## config.mk

```make
export PLATFORM = sky130hd
export DESIGN_NAME = asp_tx_master
export DESIGN_NICKNAME = d
export VERILOG_FILES = /design/src/rtl/asp_pkg.sv /design/src/rtl/asp_bclk_gen.sv /design/src/rtl/asp_sample_hold.sv /design/src/rtl/asp_framer.sv /design/src/rtl/asp_tx_master.sv
export SDC_FILE = /design/constraint.sdc
export NUM_CORES = 1
export LEC_CHECK = 0
export ABC_AREA = 1
export BUFFER_PORTS_ARGS = -buffer_cell sky130_fd_sc_hd__buf_4
export CAP_MARGIN = 20
export CORE_MARGIN = 10
export CORE_UTILIZATION = 50
export DETAILED_ROUTE_END_ITERATION = 8
export GPL_ROUTABILITY_DRIVEN = 0
export GPL_TIMING_DRIVEN = 0
export PLACE_DENSITY_LB_ADDON = 0.25
export REMOVE_ABC_BUFFERS = 1
export SYNTH_ARGS = -nofsm -noshare
export SYNTH_HDL_FRONTEND = slang
export SYNTH_SLANG_ARGS = --single-unit
```

## constraint.sdc

```tcl
create_clock -name clk -period 21.4 [get_ports clk]
set_input_delay 1.07 -clock clk [delete_from_list [all_inputs] [get_ports clk]]
set_output_delay 1.07 -clock clk [all_outputs]
set_load 0.005 [all_outputs]
```

## src/rtl/asp_pkg.sv

```systemverilog
package asp_pkg;

    localparam int POS_W = 10;

    typedef logic [POS_W-1:0] pos_t;

    typedef enum logic [1:0] {
        FMT_I2S = 2'b00,
        FMT_DSP = 2'b01,
        FMT_RJ  = 2'b10,
        FMT_LJ  = 2'b11
    } fmt_e;

    // Frame geometry, fixed for one frame
    typedef struct packed {
        pos_t len;    // bit clocks per frame
        pos_t half;   // first bit clock of the right half
        pos_t sl;     // first bit clock of the left word
        pos_t sr;     // first bit clock of the right word
        pos_t wbits;  // word length
        fmt_e fmt;
        logic hiz;
    } geom_t;

    function automatic geom_t calc_geom(input logic [1:0] fmt, input logic [1:0] wcode,
                                        input logic f256, input logic [7:0] off_raw,
                                        input logic hiz);
        geom_t g;
        pos_t  w;
        pos_t  lim;
        pos_t  off;
        pos_t  lead;
        logic  dsp;
        dsp = (fmt == FMT_DSP);
        case (wcode)
            2'b00:   w = pos_t'(16);
            2'b01:   w = pos_t'(20);
            2'b10:   w = pos_t'(24);
            default: w = pos_t'(32);
        endcase
        if (f256) lim = dsp ? pos_t'(241) : pos_t'(242);
        else      lim = dsp ? pos_t'(16)  : pos_t'(17);
        off  = (pos_t'(off_raw) > lim) ? lim : pos_t'(off_raw);
        lead = (fmt == FMT_I2S) ? pos_t'(1) : pos_t'(0);
        if (f256) begin
            g.len  = pos_t'(256);
            g.half = pos_t'(128);
        end else if (dsp) begin
            g.half = w;
            g.len  = (w << 1) + off;
        end else begin
            g.half = w + off + lead;
            g.len  = g.half << 1;
        end
        if (fmt == FMT_RJ) g.sl = (g.half >= w + off) ? (g.half - w - off) : pos_t'(0);
        else               g.sl = off + lead;
        g.sr    = dsp ? (g.sl + w) : (g.sl + g.half);
        g.wbits = w;
        g.fmt   = fmt_e'(fmt);
        g.hiz   = hiz;
        return g;
    endfunction

endpackage

```

## src/rtl/asp_bclk_gen.sv

```systemverilog
module asp_bclk_gen (
    input  logic clk,
    input  logic rst_n,
    input  logic tick,
    output logic bclk,
    output logic fall
);
    logic bclk_d, bclk_q;

    always_comb begin
        bclk_d = tick ? ~bclk_q : bclk_q;
    end

    always_ff @(posedge clk) begin
        if (!rst_n) bclk_q <= 1'b0;
        else        bclk_q <= bclk_d;
    end

    assign bclk = bclk_q;
    assign fall = tick & bclk_q;
endmodule

```

## src/rtl/asp_sample_hold.sv

```systemverilog
module asp_sample_hold #(
    parameter int SAMPLE_W = 32
) (
    input  logic                clk,
    input  logic                rst_n,
    input  logic                s_valid,
    output logic                s_ready,
    input  logic [SAMPLE_W-1:0] s_left,
    input  logic [SAMPLE_W-1:0] s_right,
    input  logic                take,
    output logic                have,
    output logic [SAMPLE_W-1:0] h_left,
    output logic [SAMPLE_W-1:0] h_right
);
    typedef struct packed {
        logic                have;
        logic [SAMPLE_W-1:0] l;
        logic [SAMPLE_W-1:0] r;
    } hold_t;

    hold_t d, q;

    always_comb begin
        d = q;
        if (take) d.have = 1'b0;
        if (s_valid && !q.have) begin
            d.have = 1'b1;
            d.l    = s_left;
            d.r    = s_right;
        end
    end

    always_ff @(posedge clk) begin
        if (!rst_n) q <= '0;
        else        q <= d;
    end

    assign s_ready = !q.have;
    assign have    = q.have;
    assign h_left  = q.l;
    assign h_right = q.r;
endmodule

```

## src/rtl/asp_framer.sv

```systemverilog
module asp_framer
    import asp_pkg::*;
#(
    parameter int SAMPLE_W = 32
) (
    input  logic                clk,
    input  logic                rst_n,
    input  logic                fall,
    input  logic [1:0]          cfg_fmt,
    input  logic [1:0]          cfg_wlen,
    input  logic                cfg_frame256,
    input  logic [7:0]          cfg_offset,
    input  logic                cfg_hiz,
    input  logic                have,
    input  logic [SAMPLE_W-1:0] h_left,
    input  logic [SAMPLE_W-1:0] h_right,
    output logic                take,
    output logic                wclk,
    output logic                sdata,
    output logic                sdata_oe
);
    localparam int IDX_W = $clog2(SAMPLE_W);

    typedef struct packed {
        logic                running;
        pos_t                cnt;
        geom_t               g;
        logic [SAMPLE_W-1:0] lw;
        logic [SAMPLE_W-1:0] rw;
        logic                wclk;
        logic                sdata;
        logic                oe;
    } frm_t;

    frm_t  d, q;
    geom_t g_in;
    pos_t  pos, kl, kr;
    logic  in_l, in_r, bit_v;
    logic [IDX_W-1:0] il, ir;

    always_comb begin
        g_in = calc_geom(cfg_fmt, cfg_wlen, cfg_frame256, cfg_offset, cfg_hiz);
    end

    always_comb begin
        d     = q;
        take  = 1'b0;
        pos   = '0;
        kl    = '0;
        kr    = '0;
        in_l  = 1'b0;
        in_r  = 1'b0;
        bit_v = 1'b0;
        il    = '0;
        ir    = '0;
        if (fall) begin
            if (!q.running || q.cnt == q.g.len - pos_t'(1)) begin
                d.running = 1'b1;
                d.cnt     = '0;
                d.g       = g_in;
                d.lw      = have ? h_left  : '0;
                d.rw      = have ? h_right : '0;
                take      = have;
            end else begin
                d.cnt = q.cnt + pos_t'(1);
            end
            pos  = d.cnt;
            kl   = pos - d.g.sl;
            kr   = pos - d.g.sr;
            in_l = (pos >= d.g.sl) && (kl < d.g.wbits);
            in_r = !in_l && (pos >= d.g.sr) && (kr < d.g.wbits);
            il   = IDX_W'(d.g.wbits - pos_t'(1) - kl);
            ir   = IDX_W'(d.g.wbits - pos_t'(1) - kr);
            bit_v = in_l ? d.lw[il] : (in_r ? d.rw[ir] : 1'b0);
            case (d.g.fmt)
                FMT_DSP: d.wclk = (pos == '0);
                FMT_I2S: d.wclk = (pos >= d.g.half);
                default: d.wclk = (pos < d.g.half);
            endcase
            d.sdata = bit_v;
            d.oe    = d.g.hiz ? (in_l || in_r) : 1'b1;
        end
    end

    always_ff @(posedge clk) begin
        if (!rst_n) q <= '0;
        else        q <= d;
    end

    assign wclk     = q.wclk;
    assign sdata    = q.sdata;
    assign sdata_oe = q.oe;
endmodule

```

## src/rtl/asp_tx_master.sv

```systemverilog
module asp_tx_master #(
    parameter int SAMPLE_W = 32
) (
    input  logic                clk,
    input  logic                rst_n,
    input  logic                bit_tick,
    input  logic [1:0]          cfg_fmt,
    input  logic [1:0]          cfg_wlen,
    input  logic                cfg_frame256,
    input  logic [7:0]          cfg_offset,
    input  logic                cfg_hiz,
    input  logic [SAMPLE_W-1:0] smp_left,
    input  logic [SAMPLE_W-1:0] smp_right,
    input  logic                smp_valid,
    output logic                smp_ready,
    output logic                bclk,
    output logic                wclk,
    output logic                sdata,
    output logic                sdata_oe
);
    logic                fall, take, have;
    logic [SAMPLE_W-1:0] h_left, h_right;

    asp_bclk_gen i_bclk (
        .clk   (clk),
        .rst_n (rst_n),
        .tick  (bit_tick),
        .bclk  (bclk),
        .fall  (fall)
    );

    asp_sample_hold #(.SAMPLE_W(SAMPLE_W)) i_hold (
        .clk     (clk),
        .rst_n   (rst_n),
        .s_valid (smp_valid),
        .s_ready (smp_ready),
        .s_left  (smp_left),
        .s_right (smp_right),
        .take    (take),
        .have    (have),
        .h_left  (h_left),
        .h_right (h_right)
    );

    asp_framer #(.SAMPLE_W(SAMPLE_W)) i_framer (
        .clk          (clk),
        .rst_n        (rst_n),
        .fall         (fall),
        .cfg_fmt      (cfg_fmt),
        .cfg_wlen     (cfg_wlen),
        .cfg_frame256 (cfg_frame256),
        .cfg_offset   (cfg_offset),
        .cfg_hiz      (cfg_hiz),
        .have         (have),
        .h_left       (h_left),
        .h_right      (h_right),
        .take         (take),
        .wclk         (wclk),
        .sdata        (sdata),
        .sdata_oe     (sdata_oe)
    );
endmodule

```

# Word-level counts from Yosys, hierarchy flattened
# Cells that the tools add are included.
op_classes:
  n_addsub: 15
  order_cmp: 10
  n_eq_ne: 7
  mux: 29
  n_bitwise: 2
  reduce_logical: 16
op_table:
  columns: ["op", "n"]
  rows:
  - ["$mux 117", 2]
  - ["$mux 10", 7]
  - ["$mux 65", 1]
  - ["$mux 32", 2]
  - ["$ge 10x10->1", 4]
  - ["$mux 20", 2]
  - ["$add 10x10->10", 3]
  - ["$lt 10x10->1", 3]
  - ["$sub 10x10->10", 3]
  - ["$pmux 6 s3", 1]
  - ["$lt 5x6->1 const B", 2]
  - ["$add 10x1->10 const B", 1]
  - ["$add 10x6->10", 1]
  - ["$add 6x10->10", 1]
  - ["$add 7x10->10", 1]
  - ["$bmux 1 s5", 2]
  - ["$eq 10x10->1", 1]
  - ["$gt 8x10->1", 1]
  - ["$logic_not 10->1", 1]
  - ["$mux 1", 10]
  - ["$sub 10x1->10 const B", 1]
  - ["$sub 10x6->10", 1]
  - ["$sub 5x5->5", 2]
  - ["$eq 2x1->1 const B", 3]
  - ["other kinds (13)", 23]
totals:
  regBits: 197
  input_bits: 82
  output_inout_bits: 5
  word_cells: 97

# Depth between registers and ports, before layout
# Gate-level depths: netlist of the first run.
depth:
  ltp_word: 25
  mapped_depth: 66
  mapped_depth_nobuf: 64

# By module
# From an unflattened synthesis of the first run, not the netlist that was laid out.
unflattened:
  hier_cells: 2185
  area_unflattened_um2: 14008.4
by_module_without_submodules:
  columns: ["module", "n_inst", "cells_each", "area_per_inst_um2", "seq_area_each_um2"]
  rows:
  - ["asp_framer", 1, 1760, 11212.0, 2622.5]
  - ["asp_sample_hold", 1, 419, 2755.1, 1301.2]
  - ["asp_bclk_gen", 1, 6, 41.3, 20.0]

# Least setup slack after synthesis of the first run
# No wires, ideal clock.
synth_timing:
  path_type: "input port to flip-flop"
  start: "input cfg_fmt[0]"
  end: "register i_framer.q, in the netlist i_framer.sdata"
  setup_time_ns: 0.056
  arrival_time_ns: 9.071
  required_ns: 21.344
  slack_ns: 12.273
  cell_stages: 63
  path_buffers: 2
  cell_sequence: "inv_1 nor2_2 inv_1 buf_2 clkbuf_1 ha_1 inv_1 ha_1 inv_1 o21bai_1 nand2_1 nand3_1 nand2_2 inv_2 nor2_1 inv_1 ha_1 inv_1 [27 not listed] nor2_1 o21ai_1 a21o_1 nand2_1 a21boi_1 nor2_1 nand2_1 nand2_1 ha_1 nand2_1 nor4_1 a221oi_1 nand2_1 a21oi_1 nand3_1 nand3_1 nand2_1 inv_1"
synth_via:
  elab_chain_len: 23
  word_cells_on_any_way: 42
  cone_classes: "11 x add/sub; 6 x order compare; 2 x eq/ne; 18 x mux; 5 x reduce/logical"
synth_lines:
  columns: ["item", "line_no", "source"]
  rows:
  - ["start, declared", "asp_tx_master.sv:7", "input logic [1:0] cfg_fmt,"]
  - ["$eq 2x1->1", "asp_pkg.sv:34", "dsp = (fmt == FMT_DSP);"]
  - ["$mux 1 / $mux 2 (equally long branches)", "asp_pkg.sv:42, asp_pkg.sv:41", null]
  - ["$mux 10", "asp_pkg.sv:41", "if (f256) lim = dsp ? pos_t'(241) : pos_t'(242);"]
  - ["$gt 8x10->1", "asp_pkg.sv:43", "off = (pos_t'(off_raw) > lim) ? lim : pos_t'(off_raw);"]
  - ["$mux 10", "asp_pkg.sv:43", null]
  - ["$add 6x10->10", "asp_pkg.sv:52, asp_pkg.sv:55", null]
  - ["$add 10x10->10", "asp_pkg.sv:52", "g.half = w + off + lead;"]
  - ["$mux 20", "asp_pkg.sv:48", "end else if (dsp) begin"]
  - ["[7 not listed]", null, null]
  - ["$mux 117 *", "asp_framer.sv:57", "if (!q.running || q.cnt == q.g.len - pos_t'(1)) begin"]
  - ["$mux 117 *", "asp_framer.sv:56", "if (fall) begin"]
  - ["$sub 10x10->10 / $logic_and 1x1->1 (equally long branches)", "asp_framer.sv:69, asp_framer.sv:70", null]
  - ["$sub 5x5->5 / $logic_not 1->1 (equally long branches)", "asp_framer.sv:73, asp_framer.sv:71", null]
  - ["$bmux 1 s5 / $logic_and 1x1->1 (equally long branches)", "asp_framer.sv:74, asp_framer.sv:71", null]
  - ["$mux 1 (not written as such) / $logic_and 1x1->1 (equally long branches)", "asp_framer.sv:74, asp_framer.sv:71", null]
  - ["$mux 1", "asp_framer.sv:74", "bit_v = in_l ? d.lw[il] : (in_r ? d.rw[ir] : 1'b0);"]
  - ["$mux 1 *", "asp_framer.sv:74", null]
  - ["end signal, assigned", "asp_framer.sv:86", "if (!rst_n) q <= '0;"]
  - ["end signal, assigned", "asp_framer.sv:87", "else q <= d;"]
  - ["end, declared", "asp_framer.sv:35", "frm_t d, q;"]
# Mark *: on every way between the ends. The rest lies on a longest branch, timed or not. The select of a mux whose other input is x is not followed.
# A chain may end at the register's enable or synchronous reset.

# Final worst setup path of the first run
# Ends and elaborated chain as after synthesis.

==> reports/results.ini, run 1 <==
[run_status]
status=complete, no violations

[worst_hold_path]
hold-path-cell-count=2
whs_endpoint=i_framer.q[79]
hold_class=register to register
min_from=i_framer.q[79]

[cts]
path_clk_slew_ps=80
clk_latency_ps=450
cts_buffer_depth=2
cts.htree.levels=4
cts_buffers=17
cts-root-buf=clkbuf_16
cts_tree=done
post_cts_buffers=0
cts_resized=0
cts_hold_buf=0
clock-sinks=197

[die]
dieArea_um2=33300
placementRows=59
coreArea_um2=26100
fp.dieW_um=183
start_util=0.507
ios=87
die_h_um=183

[global_route]
grt_pass1_wl_um=59500
grt_use_total=0.211
grt_pass1_vias=12000
overflow=0
grt_max_degree=99
antenna_found_initial=0

[detailed_routing]
antenna_left=0
met1Wirelength_um=16600
totalWireLength_um=36000
wl_met3_um=2330
drtIter0Drc=1163
wl_per_cell_um=15.3
via_per_inst=5.53
drc_errors=0
wl_met2_um=16700
drt-pass1-iter-count=6
vias=13000
top_layer_used=met4

[sta]
drv_slew=0
relSlewSlack=0.408
period_minus_slack_ps=10920
tightest_slew_ps=888
fin_ws_ps=10480
tns_ps=0
clock.fmax_ghz=0.0916
timing.hold.ws_ps=435
fin_crit_sh=0.510
rsz0062_at_grt=false
finClkSkew_ps=16.3
hold_viol=0
finalSetupViolCount=0

[layout]
diodes=0
nNetsFinal=2199
stdcell_count=2349
drive_above_1_share=0.0834
fill_cells=2539
synthToLayoutAreaGrowth_pct=11.2

[setup_path]
crit_path_top_delay_cell=fa_1
max_stage_delay_ps=480
r2r_slack_ps=14230
timing.rr.start=i_framer.q[110]
start_kind=input port
endpoint_kind=register
crit_family=compound AO/OA/AOI/OAI gates
cp_common_cell=inv_1
r2r_cells=38
crit-reg2reg-capture=i_framer.sdata
cp_num_buf_inv=16
crit_arrival_ps=11320
cp.required_ps=21800
critPathKind=input port to register
path_max_fanout=20

[synthesis]
synth_seq_cells=197
synth_edf_count=0
async_flop_share=0
ys_types=49
synth-seq-area-share=0.299
yosysWarnings=0
syn_area_per_cell_um2=6.63
synth-main-ff-cell=dfxtp_1
synthCells=1992
synth.cell_area_um2=13200

[placement]
placedCellCount=2315
post-place-ws_ps=10230
portBuffers=86
dp_hpwl_um=25300

[power_and_ir_drop]
ir_drop_mv=0.0554
p_per_area_nw_per_um2=84.5
power.total_mw=1.24
leakage_nw=6.66

[run]
cap_violations=0

==> metal layers <==
layer	up-vias	track usage
met5	-	0
met4	0	0.0491
met3	36	0.0384
met2	379	0.343
met1	5978	0.282
li1	6598	-
==> power by group <==
| group | switching [mW] | internal (mW) |
|---|---|---|
| Sequential | 0.0140 | 0.384 |
| Combinational | 0.324 | 0.191 |
| Clock | 0.170 | 0.160 |
==> worst max path at each step <==
stage / slack [ps] / from / cells past startpoint / to
5_1_grt: 9430 / cfg_fmt[0] / 63 / i_framer.sdata
3_3_place_gp: 10050 / cfg_fmt[0] / 63 / i_framer.sdata
6_report: 10480 / cfg_fmt[0] / 64 / i_framer.sdata
2_1_floorplan: 12270 / cfg_fmt[0] / 60 / i_framer.sdata
4_1_cts: 10650 / cfg_fmt[0] / 63 / i_framer.sdata
3_5_place_dp: 10230 / cfg_fmt[0] / 63 / i_framer.sdata
==> layout by cell type (no fill, tap or decap), types with 6 or more instances in the layout <==
cell         n
nor3_1      10
o21ai_0    161
o22ai_1      8
inv_1      194
a21oi_1    144
nor2_1     242
xnor2_1     15
nand3_1    323
ha_1       105
clkbuf_16   17
fa_1        11
nand4_1      7
nand2_1    345
xor2_1      30
nor2_2       6
buf_4       86
dfxtp_1    196
a211oi_1     8
buf_12       6
o21bai_1    17
inv_2        9
==> area by class of cell <==
| class | count | area [µm²] | area share |
|---|---|---|---|
| Tap cell | 335 | 419 | 0.0285 |
| Multi-Input combinational cell | 1483 | 8050 | 0.548 |
| Clock inverter | 14 | 175 | 0.0119 |
| Timing Repair Buffer | 97 | 903 | 0.0615 |
| Sequential cell | 197 | 3950 | 0.268 |
| Clock buffer | 18 | 429 | 0.0292 |
| Inverter | 205 | 774 | 0.0527 |
==> cell families after synthesis <==
logic type,synth area share
buffers and inverters,0.0937
AOI/OAI and AO/OA,0.150
muxes,0.000758
and+or+nand+nor,0.311
adders and majority gates,0.116
DFF,0.299
xor gates and xnor gates,0.0298
==> flip-flops by register name, indices dropped and copies added, names as in the netlist <==
register           count
i_framer.wclk          1
i_framer.sdata         1
i_bclk.bclk            1
i_hold.h_right        32
i_framer.sdata_oe      1
i_framer.q           128
i_hold.have            1
i_hold.h_left         32
==> through the flow <==
step / instance area (µm²) / util
floorplan: 12700 / -
global placement: 13800 / 0.530
detailed placement: 14100 / 0.539
CTS: 14700 / 0.562
global route: 14700 / 0.564
finish: 14700 / 0.564
==> cell usage after synthesis, types with 3 or more instances <==
master / instances / area share
nand2_1: 346 / 0.098
nand3_1: 323 / 0.12
nor2_1: 243 / 0.069
dfxtp_1: 197 / 0.30
inv_1: 196 / 0.056
o21ai_0: 161 / 0.061
a21oi_1: 144 / 0.055
ha_1: 105 / 0.099
clkbuf_1: 74 / 0.021
xor2_1: 30 / 0.020
o21bai_1: 17 / 0.0097
xnor2_1: 15 / 0.0099
buf_2: 14 / 0.0053
buf_1: 12 / 0.0034
fa_1: 11 / 0.017
nor3_1: 10 / 0.0038
inv_2: 9 / 0.0026
a211oi_1: 8 / 0.0045
o22ai_1: 8 / 0.0038
nand4_1: 7 / 0.0033
nor2_2: 7 / 0.0033
buf_6: 6 / 0.0051
a21o_1: 5 / 0.0028
o21ai_1: 5 / 0.0019
o21ai_2: 5 / 0.0033
or2_2: 4 / 0.0019
nand2_2: 3 / 0.0014
==> tightest hold or removal path: stages, from the launching register on <==
cell and delay (ps):
dfxtp_1 310, nand2_1 50, nor2_1 30
Note: power is estimated with default switching activity, not from simulation.
==> run 2: changes to the inputs <==
--- a/config.mk
+++ b/config.mk
@@ -5,7 +5,7 @@
 export SDC_FILE = /design/constraint.sdc
 export NUM_CORES = 1
 export LEC_CHECK = 0
-export ABC_AREA = 1
+export ABC_AREA = 0
 export BUFFER_PORTS_ARGS = -buffer_cell sky130_fd_sc_hd__buf_4
 export CAP_MARGIN = 20
 export CORE_MARGIN = 10
==> constraint.sdc (replaced) <==
create_clock -name clk -period 9.5 [get_ports clk]
set_input_delay 0.475 -clock clk [delete_from_list [all_inputs] [get_ports clk]]
set_output_delay 0.475 -clock clk [all_outputs]
set_load 0.005 [all_outputs]
==> reports/results.ini, run 2 <==
[run_status]
status=complete, no violations

[global_route]
grt_pass1_wl_um=59500  ; -0.10%
use_met1=0.278  ; -0.00415
grt_max_degree=101  ; +2.0%
grt_use_total=0.212  ; +0.00102
antenna_found_initial=0  ; unchanged
met2_usage=0.356  ; +0.0131
grt.busiest_layer=met2
use_met3=0.0275  ; -0.0109
overflow=0  ; unchanged
grt_pass1_vias=11600  ; -3.8%

[detailed_routing]
via_per_inst=5.81  ; +5.0%
drtIter0Drc=1049  ; -9.8%
wl_per_cell_um=17.2  ; +12%
vias=12200  ; -5.9%
antenna_left=0  ; unchanged
totalWireLength_um=36200  ; +0.57%
drc_errors=0  ; unchanged
drt-pass1-iter-count=5  ; -1

[cts]
cts_buffers=17  ; unchanged
clk_latency_ps=450  ; about the same
clock-sinks=197  ; unchanged
cts_hold_buf=0  ; unchanged
cts_buffer_depth=2  ; unchanged
cts.htree.levels=4  ; unchanged
cts_tree=done
path_clk_slew_ps=100  ; +20 ps
cts-root-buf=clkbuf_16

[run]
cap_violations=0  ; unchanged

[synthesis]
synth_most_common_cell=nand2_1
synth_seq_cells=197  ; unchanged
synth.cell_area_um2=13200  ; -0.35%
synthCells=1712  ; -14%
yosysWarnings=0  ; unchanged
synth-seq-area-share=0.300  ; +0.00105
synth_top_area_frac=0.300  ; +0.00105
yosys-top-cells-count=nand2_1, a21oi_1, dfxtp_1
async_flop_share=0  ; unchanged
syn_area_per_cell_um2=7.69  ; +16%
synth-main-ff-cell=dfxtp_1
yosys.area.top_type=dfxtp_1
ys_types=80  ; +63%
ys_top_cells_by_area=dfxtp_1, ha_1, nand2_1, a21oi_1, mux2i_1
synth_edf_count=0  ; unchanged

[layout]
largest_register=i_framer.q
synthToLayoutAreaGrowth_pct=15.5
nNetsFinal=1954  ; -11%
final_common_cell=nand2_1
largest_reg_flops=128  ; unchanged
drive_above_1_share=0.130  ; +0.0466
layout_common_cells=nand2_1, a21oi_1, dfxtp_1
diodes=0  ; unchanged

[sta]
tightest_slew_ps=963  ; +75.1 ps
hold_viol=0  ; unchanged
tns_ps=0  ; unchanged
drv_slew=0  ; unchanged
relSlewSlack=0.342  ; -0.0667
finalSetupViolCount=0  ; unchanged
clock.fmax_ghz=0.110
finClkSkew_ps=20.6  ; +4.30 ps
fin_crit_sh=0.957
fin_ws_ps=412  ; -10070 ps
period_minus_slack_ps=9090
timing.hold.ws_ps=255  ; -180 ps

[placement]
dp_hpwl_um=25600  ; +1.3%
post-place-ws_ps=-2550  ; -12770 ps
portBuffers=86  ; unchanged

[setup_path]
path_max_fanout=8  ; -60%
crit_path_top_delay_cell=fa_1
cp.required_ps=9870  ; -11930 ps
crit_arrival_ps=9460  ; -1860 ps
max_stage_delay_ps=530  ; +50 ps
critPathKind=input port to register
start_kind=input port
endpoint_kind=register
cp_common_cell=ha_1

[power_and_ir_drop]
p_per_area_nw_per_um2=194  ; +130%
leakage_nw=6.25  ; -6.2%
ir_drop_mv=0.137  ; +150%

[die]
ios=87  ; unchanged
placementRows=59  ; unchanged
fp.dieW_um=182  ; -0.16%
die_h_um=182  ; -0.16%
coreArea_um2=26000  ; -0.28%
start_util=0.507  ; about the same
dieArea_um2=33200  ; -0.31%

[worst_hold_path]
hold_class=input port to register

-- run 2: cell type report --
cell class / instances / area (µm²)
clock buffer: 17 / 425
sequential: 197 / 3950
timing repair buffer: 129 / 1140
tap: 335 / 419
clock inverter: 15 / 226
fill: 2355 / 10800
inverter: 66 / 258
multi-input combinational: 1345 / 8790
-- run 2: kinds of logic after synthesis --
logic type | Yosys count | share of synthesized area
adder cells (fa/ha/maj) | 120 | 0.120
buffers and inverters | 170 | 0.0512
multiplexers | 65 | 0.0574
XOR/XNOR | 82 | 0.0551
AND/OR/NAND/NOR | 634 | 0.212
flip-flops | 197 | 0.300
AO/OA/AOI/OAI | 444 | 0.205
-- run 2: power breakdown --
part           leakage (nW)  total, mW  internal [mW]  switching (mW)
Clock                 0.309      0.795          0.377           0.419
Sequential             1.60      0.890          0.855          0.0349
Combinational          4.34       1.26          0.532           0.724
Total                  6.25       2.94           1.76            1.18
-- run 2: final timing paths --
check	endpoint	from	cells past startpoint	slack, ps
worst min-delay path	i_hold.h_left[29]	smp_left[29]	3	250
worst max register to register	i_framer.sdata	i_framer.q[113]	22	1950
worst min register to register	i_framer.q[23]	i_framer.q[23]	2	450
worst max-delay path	i_framer.sdata	cfg_fmt[0]	44	410
-- run 2: repair_timing --
action / in CTS / in global routing
setup buffers: 3 / 26
gates cloned: 0 / 0
resized for setup: 18 / 27
setup endpoints to repair: 2 / 2
pin swaps: 2 / 7
-- run 2: critical path: cells and delay by family --
kind                     cells  cell delay [ps]
AO/OA/AOI/OAI               20             3680
adder cells (fa/ha/maj)     10             3190
multiplexers                 1              220
AND/OR/NAND/NOR              6             1020
XOR/XNOR                     3              360
buffers and inverters        4              500
-- run 2: per-layer routing --
metal | vias up | wire, µm | part of all wire
met1 | 5775 | 16400 | 0.45
li1 | 6072 | - | -
met5 | - | 0 | 0
met2 | 325 | 17400 | 0.48
met4 | 0 | 731 | 0.020
met3 | 50 | 1700 | 0.047
-- run 2: stage by stage --
| stage | power, mW | area (µm²) | cells | utilization |
|---|---|---|---|---|
| 6_report | 2.94 | 15200 | 2104 | 0.585 |
| 3_5_place_dp | 2.08 | 14100 | 2042 | 0.544 |
| 3_3_place_gp | 2.04 | 13800 | 2029 | 0.531 |
| 2_1_floorplan | 1.76 | 12700 | 1608 | - |
| 4_1_cts | 2.90 | 14900 | 2077 | 0.573 |
| 5_1_grt | 3.13 | 15200 | 2104 | 0.585 |
